**src/rtl/busport_pkg.sv**
```systemverilog
package busport_pkg;
  localparam int PinCount = 8;

  typedef enum logic [1:0] {
    SelLatch = 2'd0,
    SelDir   = 2'd1,
    SelPull  = 2'd2,
    SelNone  = 2'd3
  } regSel_e;

  // per-pin takeover strobes from control to datapath
  typedef struct packed {
    logic [PinCount-1:0] ovrEn;
    logic [PinCount-1:0] ovrOe;
    logic [PinCount-1:0] ovrVal;
  } pinStrobe_t;
endpackage

```
**src/rtl/busport_ctrl.sv**
```systemverilog
module busport_ctrl
  import busport_pkg::*;
#(
  parameter bit REDUCED = 1'b0
) (
  input  logic       clk,
  input  logic       rstN,
  input  logic [1:0] memMode,
  input  logic       waitExt,
  input  logic       holdEn,
  input  logic       refreshEn,
  input  logic [3:0] busAddrHi,
  input  logic       busRdN,
  input  logic       busWrN,
  input  logic       holdAck,
  input  logic       refreshReq,
  input  logic       dir6,
  input  logic       pad6,
  output pinStrobe_t strb,
  output logic       waitIn,
  output logic       holdReq
);
  logic       expand;
  logic [3:0] addrPins;

  always_comb begin
    expand = (memMode != 2'd0);
    case (memMode)
      2'd2:    addrPins = 4'b0011;
      2'd3:    addrPins = 4'b1111;
      default: addrPins = 4'b0000;
    endcase
  end

  always_comb begin
    strb = '0;
    for (int i = 0; i < 4; i++) begin
      if (addrPins[i]) begin
        strb.ovrEn[i]  = 1'b1;
        strb.ovrOe[i]  = 1'b1;
        strb.ovrVal[i] = busAddrHi[i];
      end
    end
    if (expand || REDUCED) begin
      strb.ovrEn[5:4]  = 2'b11;
      strb.ovrOe[5:4]  = 2'b11;
      strb.ovrVal[5:4] = {busWrN, busRdN};
    end
    if (waitExt || holdEn) begin
      strb.ovrEn[6] = 1'b1;
      strb.ovrOe[6] = 1'b0;
    end
    if (holdEn) begin
      strb.ovrEn[7]  = 1'b1;
      strb.ovrOe[7]  = 1'b1;
      strb.ovrVal[7] = holdAck;
    end else if (refreshEn) begin
      strb.ovrEn[7]  = 1'b1;
      strb.ovrOe[7]  = 1'b1;
      strb.ovrVal[7] = refreshReq;
    end
  end

  assign waitIn  = (waitExt || !dir6) && pad6;
  assign holdReq = holdEn && pad6;

  assert_strobes_R6: assert property (@(posedge clk) disable iff (!rstN)
    (memMode != 2'd0) |-> (strb.ovrEn[5:4] == 2'b11 && strb.ovrOe[5:4] == 2'b11
                           && strb.ovrVal[5:4] == {busWrN, busRdN}));

  assert_wait_input_R7: assert property (@(posedge clk) disable iff (!rstN)
    waitExt |-> (strb.ovrEn[6] && !strb.ovrOe[6] && waitIn == pad6));

  assert_hold_wins_R9: assert property (@(posedge clk) disable iff (!rstN)
    (holdEn && refreshEn) |-> (strb.ovrVal[7] == holdAck && holdReq == pad6));
endmodule

```
**src/rtl/busport_dp.sv**
```systemverilog
module busport_dp
  import busport_pkg::*;
#(
  parameter bit REDUCED = 1'b0
) (
  input  logic                clk,
  input  logic                rstN,
  input  logic                regWe,
  input  logic [1:0]          regAddr,
  input  logic [PinCount-1:0] regWdata,
  output logic [PinCount-1:0] regRdata,
  input  logic [PinCount-1:0] padIn,
  input  pinStrobe_t          strb,
  output logic [PinCount-1:0] padOut,
  output logic [PinCount-1:0] padOe,
  output logic [PinCount-1:0] padPullup,
  output logic                dir6
);
  localparam logic [PinCount-1:0] FixMask  = REDUCED ? 8'h3F : 8'h00;
  localparam logic [PinCount-1:0] PullMask = REDUCED ? 8'hF0 : 8'hFF;
  localparam logic [PinCount-1:0] RstOe    = REDUCED ? 8'h30 : 8'h00;
  localparam logic [PinCount-1:0] RstVal   = REDUCED ? 8'h30 : 8'h00;

  logic [PinCount-1:0] latchReg, dirReg, pullReg;
  regSel_e sel;

  assign sel = regSel_e'(regAddr);

  always_ff @(posedge clk or negedge rstN) begin
    if (!rstN) begin
      latchReg <= '0;
      dirReg   <= FixMask;
      pullReg  <= '0;
    end else if (regWe) begin
      case (sel)
        SelLatch: latchReg <= regWdata;
        SelDir:   dirReg   <= regWdata | FixMask;
        SelPull:  pullReg  <= regWdata & PullMask;
        default:  ;
      endcase
    end
  end

  for (genvar i = 0; i < PinCount; i++) begin : g_pin
    assign padOe[i]     = !rstN ? RstOe[i]
                        : (strb.ovrEn[i] ? strb.ovrOe[i] : dirReg[i]);
    assign padOut[i]    = !rstN ? RstVal[i]
                        : (strb.ovrEn[i] ? strb.ovrVal[i] : latchReg[i]);
    assign padPullup[i] = pullReg[i] && !padOe[i];
  end

  always_comb begin
    case (sel)
      SelLatch: regRdata = (dirReg & latchReg) | (~dirReg & padIn);
      SelDir:   regRdata = dirReg;
      SelPull:  regRdata = pullReg;
      default:  regRdata = '0;
    endcase
  end

  assign dir6 = dirReg[6];

  always_comb begin
    if (!REDUCED && rstN === 1'b0)
      assert_reset_hiz_R1: assert (padOe == '0);
  end

  assert_dir_write_R2: assert property (@(posedge clk) disable iff (!rstN)
    (regWe && regAddr == 2'd1) |=> (dirReg == ($past(regWdata) | FixMask)));

  assert_fixed_dir_R10: assert property (@(posedge clk) disable iff (!rstN)
    REDUCED |-> (dirReg[5:0] == 6'h3F && pullReg[3:0] == 4'h0));
endmodule

```
**src/rtl/busport_mux.sv**
```systemverilog
module busport_mux
  import busport_pkg::*;
#(
  parameter bit REDUCED = 1'b0
) (
  input  logic       clk,
  input  logic       rstN,
  input  logic       regWe,
  input  logic [1:0] regAddr,
  input  logic [7:0] regWdata,
  output logic [7:0] regRdata,
  input  logic [7:0] padIn,
  output logic [7:0] padOut,
  output logic [7:0] padOe,
  output logic [7:0] padPullup,
  input  logic [1:0] memMode,
  input  logic       waitExt,
  input  logic       holdEn,
  input  logic       refreshEn,
  input  logic [3:0] busAddrHi,
  input  logic       busRdN,
  input  logic       busWrN,
  input  logic       holdAck,
  input  logic       refreshReq,
  output logic       waitIn,
  output logic       holdReq
);
  pinStrobe_t strb;
  logic       dir6;

  busport_ctrl #(.REDUCED(REDUCED)) u_ctrl (
    .clk(clk), .rstN(rstN), .memMode(memMode), .waitExt(waitExt),
    .holdEn(holdEn), .refreshEn(refreshEn), .busAddrHi(busAddrHi),
    .busRdN(busRdN), .busWrN(busWrN), .holdAck(holdAck),
    .refreshReq(refreshReq), .dir6(dir6), .pad6(padIn[6]),
    .strb(strb), .waitIn(waitIn), .holdReq(holdReq)
  );

  busport_dp #(.REDUCED(REDUCED)) u_dp (
    .clk(clk), .rstN(rstN), .regWe(regWe), .regAddr(regAddr),
    .regWdata(regWdata), .regRdata(regRdata), .padIn(padIn), .strb(strb),
    .padOut(padOut), .padOe(padOe), .padPullup(padPullup), .dir6(dir6)
  );
endmodule

```
**config.mk**
```make
export PLATFORM = sky130hd
export DESIGN_NAME = busport_mux
export DESIGN_NICKNAME = d
export VERILOG_FILES = /design/src/rtl/busport_pkg.sv /design/src/rtl/busport_ctrl.sv /design/src/rtl/busport_dp.sv /design/src/rtl/busport_mux.sv
export SDC_FILE = /design/constraint.sdc
export NUM_CORES = 1
export LEC_CHECK = 0
export CAP_MARGIN = 5
export CORE_ASPECT_RATIO = 1.2
export CORE_MARGIN = 1
export CORE_UTILIZATION = 40
export CTS_CLUSTER_SIZE = 14
export DETAILED_ROUTE_END_ITERATION = 16
export PLACE_DENSITY = 0.79
export SLEW_MARGIN = 20
export SYNTH_ARGS = -nofsm -noshare
export SYNTH_HDL_FRONTEND = slang
export SYNTH_SLANG_ARGS = --single-unit
```
**constraint.sdc**
```tcl
create_clock -name clk -period 1.7 [get_ports clk]
set_input_delay 0.425 -clock clk [delete_from_list [all_inputs] [get_ports clk]]
set_output_delay 0.425 -clock clk [all_outputs]
set_load 0.05 [all_outputs]
```
==> results of run 1 <==
[metal layers]
metal	share of wire	vias to the layer above	GRT usage
met5	0	-	0
met4	0.041	0	0.207
met3	0.040	18	0.0369
met2	0.57	78	0.638
met1	0.35	782	0.306
li1	-	666	-
[cells in the mapped netlist]
cell / count
nand3b_2: 1
a32oi_1: 8
clkbuf_1: 2
o211ai_1: 8
and4_1: 2
buf_4: 1
inv_2: 1
o21a_1: 4
nand3_2: 1
dfrtp_1: 24
a21oi_1: 1
nand2_1: 10
mux2i_1: 5
nor2b_1: 12
nor3b_4: 1
o21ai_0: 3
a21boi_0: 3
o31a_1: 3
buf_2: 2
mux2_2: 24
and2_1: 2
and2b_1: 1
inv_1: 10
nor2_1: 2
[where the power goes]
group | internal [W] | switching [W] | leakage [nW]
clock network | 0.000159 | 0.000191 | 0.0216
logic | 0.000747 | 0.000753 | 1.05
registers | 0.000681 | 0.000137 | 0.282
[logic make-up after synthesis]
logic type | share of synthesized area
simple gates | 0.140
compound gates | 0.162
mux | 0.227
flops | 0.425
buf+inv | 0.0469
[area by class of cell]
cell class / instances / share of cell area
well taps: 37 / 0.0156
repair buffers: 94 / 0.417
inverters: 11 / 0.0156
multi-input cells: 91 / 0.335
flip-flops and latches: 24 / 0.203
clock buffers: 3 / 0.0139
[worst max-delay path, cell delays in order]
cell and delay (ps):
buf_8 100, buf_6 110, o31a_4 370, nor2b_4 130
buf_8 150
[worst max path at each step]
stage                         from      endpoint  cells after the start
detailed placement      regAddr[0]   regRdata[2]                      5
global route        u_dp.dirReg[4]  padPullup[4]                      3
CTS                 u_dp.dirReg[4]  padPullup[4]                      3
finish                  memMode[1]  padPullup[5]                      5
floorplan               memMode[1]  padPullup[2]                      5
global placement        regAddr[0]   regRdata[7]                      5
[through the flow]
step	power (W)	setup TNS [ps]
floorplan	0.00149	-350
global placement	0.00209	-16600
detailed placement	0.00214	-17760
CTS	0.00254	-172
global route	0.00274	-319
finish	0.00267	-87.5
[state kept, by name (all words and copies together), names as in the netlist]
name and count:
u_dp.latchReg 8, u_dp.dirReg 8, u_dp.pullReg 8
[layout by cell type (no fill, tap or decap), drive strengths merged]
cell	netlist	routed
nor2b	12	12
o211ai	8	8
a21boi	3	3
clkdlybuf4s50	0	9
a32oi	8	8
buf	3	65
a21oi	1	1
mux2i	5	5
and2	2	2
clkbuf	2	4
o21ai	3	3
and4	2	2
and2b	1	1
dfrtp	24	24
nor3b	1	1
nand3	1	1
dlymetal6s2s	0	2
o21a	4	4
o31a	3	3
inv	11	11
dlygate4sd2	0	15
nor2	2	2
clkdlybuf4s15	0	1
mux2	24	24
nand2	10	10
nand3b	1	1
bufbuf	0	1
[repair_timing]
action	in CTS	in global routing
endpoints found under the setup margin	33	19
resized for setup	71	22
endpoints found under the hold margin	0	0
buffers inserted	7	2
pin swaps	24	12
cloned	2	0
==> qor.yml, run 1 <==
outcome:
  status: "finished, violations left"
  violations: "setup timing"
logic_synthesis:
  seq_area_frac_synth: 0.425
  synth_top_area_share: 0.425
  synthDistinctLibCells: 24
  yosysWarnings: 0
  ys_top_cells_by_area: "dfrtp_1 42%, mux2_2 19%, nor2b_1 5.3%"
  synth_top_cell_by_area: "dfrtp_1"
  synth_seq_cells: 24
  synth_area_sq_um: 1410
  synthCells: 131
  synth_nets: 165
  avgSynthCellArea_sq_um: 10.8
die:
  die_h_um: 67.1
  rows: 23
  die_w_um: 56.3
  io_pins: 68
  design.die.area_sq_um: 3780
  coreArea_sq_um: 3370
  start_util: 0.420
sta:
  hold_viol_final: 0
  rsz0062_at_grt: "yes"
  finalSetupViolCount: 7
  drv_slew: 0
  max-slew-margin-rel: 0.809
  fin_crit_sh: 1.01
  min_period_ps: 1720
  tightest_slew_ps: 278
  timing.hold.ws_ps: 154
  max_freq_ghz: 0.581
  setup_slack_ps: -20.2
  finClkSkew_ps: 0
drt:
  final_antenna_net_count: 0
  wl_per_cell_um: 24.8
  dr.pass1.iters: 4
  drt_iter0_drc: 61
  drcViolationCount: 0
  totalWireLength_um: 6440
  via_count: 1544
  vias_per_cell: 5.94
layout:
  n_fill_cell: 143
  design_area_sq_um: 2970
  fin_util: 0.883
  ff_latch_area_sq_um: 603
  drive_above_1_share: 0.659
  antennaDiodeCount: 0
  area_growth_pct: 110
  final_nets: 259
  finalNonFillerCells: 260
  multi_input_area_sq_um: 997
worst_setup_path:
  reg2reg_depth: 2
  worstSetupPathType: "primary input to output port"
  cp-start-kind: "primary input"
  crit_fanout: 4
  worstPathArrival_ps: 1300
  rr_endpoint: "u_dp.latchReg[3]"
  reg2reg_from: "u_dp.latchReg[3]"
  ff2ff_setup_slack_ps: 710
  crit_required_ps: 1270
  endpoint_kind: "output port"
cts:
  clock_latency_ps: 260
  ctsHoldBuffers: 0
  clock-sinks: 24
  path_clk_slew_ps: 100
  clk_path_buf_depth: 2
  cts_htree_levels: 1
  cts_buffers: 3
  root_buffer: "clkbuf_8"
  cts_tree: "done"
global_route:
  antenna_found_initial: 0
  grt_pass1_wl_um: 8660
  track_usage: 0.319
  overflow: 0
  grt_pass1_vias: 1655
  grt_max_degree: 13
min_path:
  hold_class: "primary input to async pin"
placed_design:
  gp_congestion: 0.748
  portBuffers: 67
  dp_hpwl_um: 3620
  placed_cells: 246
  dp_worst_setup_slack_ps: -521
  place_area_sq_um: 2670
power:
  powerDensity_nw_per_um2: 897
  ir_drop_mv: 0.772
  leakage_nw: 1.35
job:
  drv_cap: 0
No activity file was read; power rests on OpenSTA's default activity.
==> inputs of run 2 (changes only) <==
CORE_MARGIN = 3   (was 1)
SLEW_MARGIN = not set   (was 20)
==> run 2 against run 1 <==
- the flow still finishes with violations (setup timing)
- flip-flop and latch count unchanged
- clock skew stayed put
- largest cell class unchanged
- power about the same
- via count is 1.2% higher
- global-route usage decreased by 3.5 points
- highest routed layer unchanged
==> qor.yml, run 2 (synthesis gave the netlist of run 1 again) <==
placed_design:
  dp_hpwl_um: 3730  # +2.9%
  portBuffers: 67  # unchanged
  place_area_sq_um: 2700  # +1.0%
  placed_cells: 248  # +0.81%
  gp_congestion: 0.799  # +6.8%
worst_setup_path:
  crit_required_ps: 1270  # about the same
  crit_start: "memMode[1]"
  endpoint_kind: "output port"
  reg2reg_depth: 2  # unchanged
  worstSetupPathType: "primary input to output port"
  reg2reg_from: "u_dp.dirReg[7]"
  worstPathArrival_ps: 1320  # +20 ps
  crit_path_end: "padPullup[4]"
  crit_fanout: 4  # unchanged
  cp-start-kind: "primary input"
  ff2ff_setup_slack_ps: 760  # +50 ps
  rr_endpoint: "u_dp.dirReg[7]"
sta:
  rsz0062_at_grt: "yes"
  finClkSkew_ps: 0  # unchanged
  min_period_ps: 1740  # +22.0 ps
  setup_slack_ps: -42.2  # -22.0 ps
  fin_tns_setup_ps: -133  # -46.0 ps
  tightest_slew_ps: 303  # +24.6 ps
  hold_viol_final: 0  # unchanged
  fin_crit_sh: 1.02  # +0.0130
  timing.hold.ws_ps: 251  # +96.6 ps
  drv_slew: 0  # unchanged
  max-slew-margin-rel: 0.797  # -0.0122
  max_freq_ghz: 0.574  # -1.3%
  finalSetupViolCount: 7  # unchanged
cts:
  cts_tree: "done"
  root_buffer: "clkbuf_8"
  path_clk_slew_ps: 80  # -20 ps
  clock-sinks: 24  # unchanged
  clk_path_buf_depth: 2  # unchanged
  cts_htree_levels: 1  # unchanged
  clock_latency_ps: 270  # about the same
  cts_buffers: 3  # unchanged
layout:
  design_area_sq_um: 3010  # +1.1%
  fin_util: 0.893  # +0.0100
  drive_above_1_share: 0.680  # +0.0208
  antennaDiodeCount: 0  # unchanged
  finalNonFillerCells: 262  # +0.77%
  final_common_cell: "buf_12"
  biggestRegsByFlops: "u_dp.dirReg: 8 flops, u_dp.latchReg: 8 flops, u_dp.pullReg: 8 flops"
  final_nets: 261  # +0.77%
  area_growth_pct: 113
  layout_common_cells: "32 x buf_12, 24 x mux2_2, 23 x dfrtp_1, 22 x buf_4, 16 x dlygate4sd2_1"
power:
  powerDensity_nw_per_um2: 886  # -1.2%
  swShare: 0.399  # -0.00620
  switchingPower_w: 0.00106  # -1.6%
  leakage_nw: 1.38  # +2.0%
  ir_drop_mv: 0.667  # -14%
  seqPwrFrac: 0.305  # -0.002
  p_int_w: 0.00160  # +1.0%
  p_clk_frac: 0.127  # -0.004
  pwr-share-comb: 0.569  # +0.007
drt:
  vias_per_cell: 5.97  # +0.46%
  totalWireLength_um: 6180  # -4.0%
  drcViolationCount: 0  # unchanged
  via_count: 1563  # +1.2%
  dr.pass1.iters: 4  # unchanged
  final_antenna_net_count: 0  # unchanged
  wl_per_cell_um: 23.6  # -4.8%
  drt_iter0_drc: 73  # +20%
die:
  coreArea_sq_um: 3370  # unchanged
  rows: 23  # unchanged
  die_h_um: 71.1  # +6.0%
  design.die.area_sq_um: 4290  # +13%
  start_util: 0.420  # unchanged
  io_pins: 68  # unchanged
  die_w_um: 60.3  # +7.1%
outcome:
  status: "finished, violations left"
  violations: "setup timing"
global_route:
  grt_pass1_vias: 1752  # +5.9%
  overflow: 0  # unchanged
  grt_pass1_wl_um: 8990  # +3.8%
  grt_max_degree: 13  # unchanged
  track_usage: 0.284  # -0.0349
  antenna_found_initial: 0  # unchanged
job:
  drv_cap: 0  # unchanged
min_path:
  hold_class: "primary input to async pin"
==> run 2: metrics by stage <==
stage          setup slack, ps  power (W)
3_5_place_dp              -527    0.00214
3_3_place_gp              -451    0.00210
6_report                 -42.2    0.00267
2_1_floorplan             -255    0.00149
4_1_cts                  -62.5    0.00254
5_1_grt                   -111    0.00275
==> run 2: worst max-delay path, cell delays in order <==
cell and delay [ps]:
buf_8 100, buf_6 120, o31a_4 380, nor2b_4 140
buf_8 150
==> run 2: worst min path at each step <==
stage,startpoint,endpoint,slack (ps),depth (start not counted)
finish,rstN,u_dp.dirReg[2],250,3
floorplan,rstN,u_dp.dirReg[0],130,0
CTS,rstN,u_dp.dirReg[2],240,3
detailed placement,u_dp.latchReg[2],u_dp.latchReg[2],530,1
global route,rstN,u_dp.dirReg[2],250,3
global placement,u_dp.latchReg[6],u_dp.latchReg[6],520,1
==> run 2: final cells by class <==
| type | count | area [sq um] |
|---|---|---|
| inverters | 11 | 51.3 |
| repair buffers | 96 | 1270 |
| multi-input cells | 91 | 995 |
| fillers | 134 | 359 |
| clock buffers | 3 | 41.3 |
| well taps | 37 | 46.3 |
| flip-flops and latches | 24 | 602 |
==> run 2: power by group through the flow <==
| stage | clock (W) | sequential, W | combinational, W |
|---|---|---|---|
| global placement | 0 | 0.000781 | 0.00132 |
| detailed placement | 0 | 0.000797 | 0.00135 |
| floorplan | 0 | 0.000758 | 0.000728 |
| CTS | 0.000326 | 0.000785 | 0.00143 |
| finish | 0.000337 | 0.000813 | 0.00152 |
| global route | 0.000355 | 0.000820 | 0.00157 |
==> run 2: what timing repair did <==
| action | CTS | global route |
|---|---|---|
| buffers inserted | 6 | 3 |
| hold buffers | 0 | 0 |
| gates cloned | 2 | 0 |
| pin swaps | 22 | 8 |
| resized for setup | 68 | 27 |
| setup endpoints to repair | 41 | 21 |
| endpoints found under the hold margin | 0 | 0 |
==> run 2: metal layers <==
metal / part of all wire / GRT usage / vias to the layer above
li1: - / - / 673
met1: 0.36 / 0.326 / 784
met2: 0.55 / 0.487 / 85
met3: 0.055 / 0.0693 / 21
met4: 0.034 / 0.123 / 0
met5: 0 / 0 / -
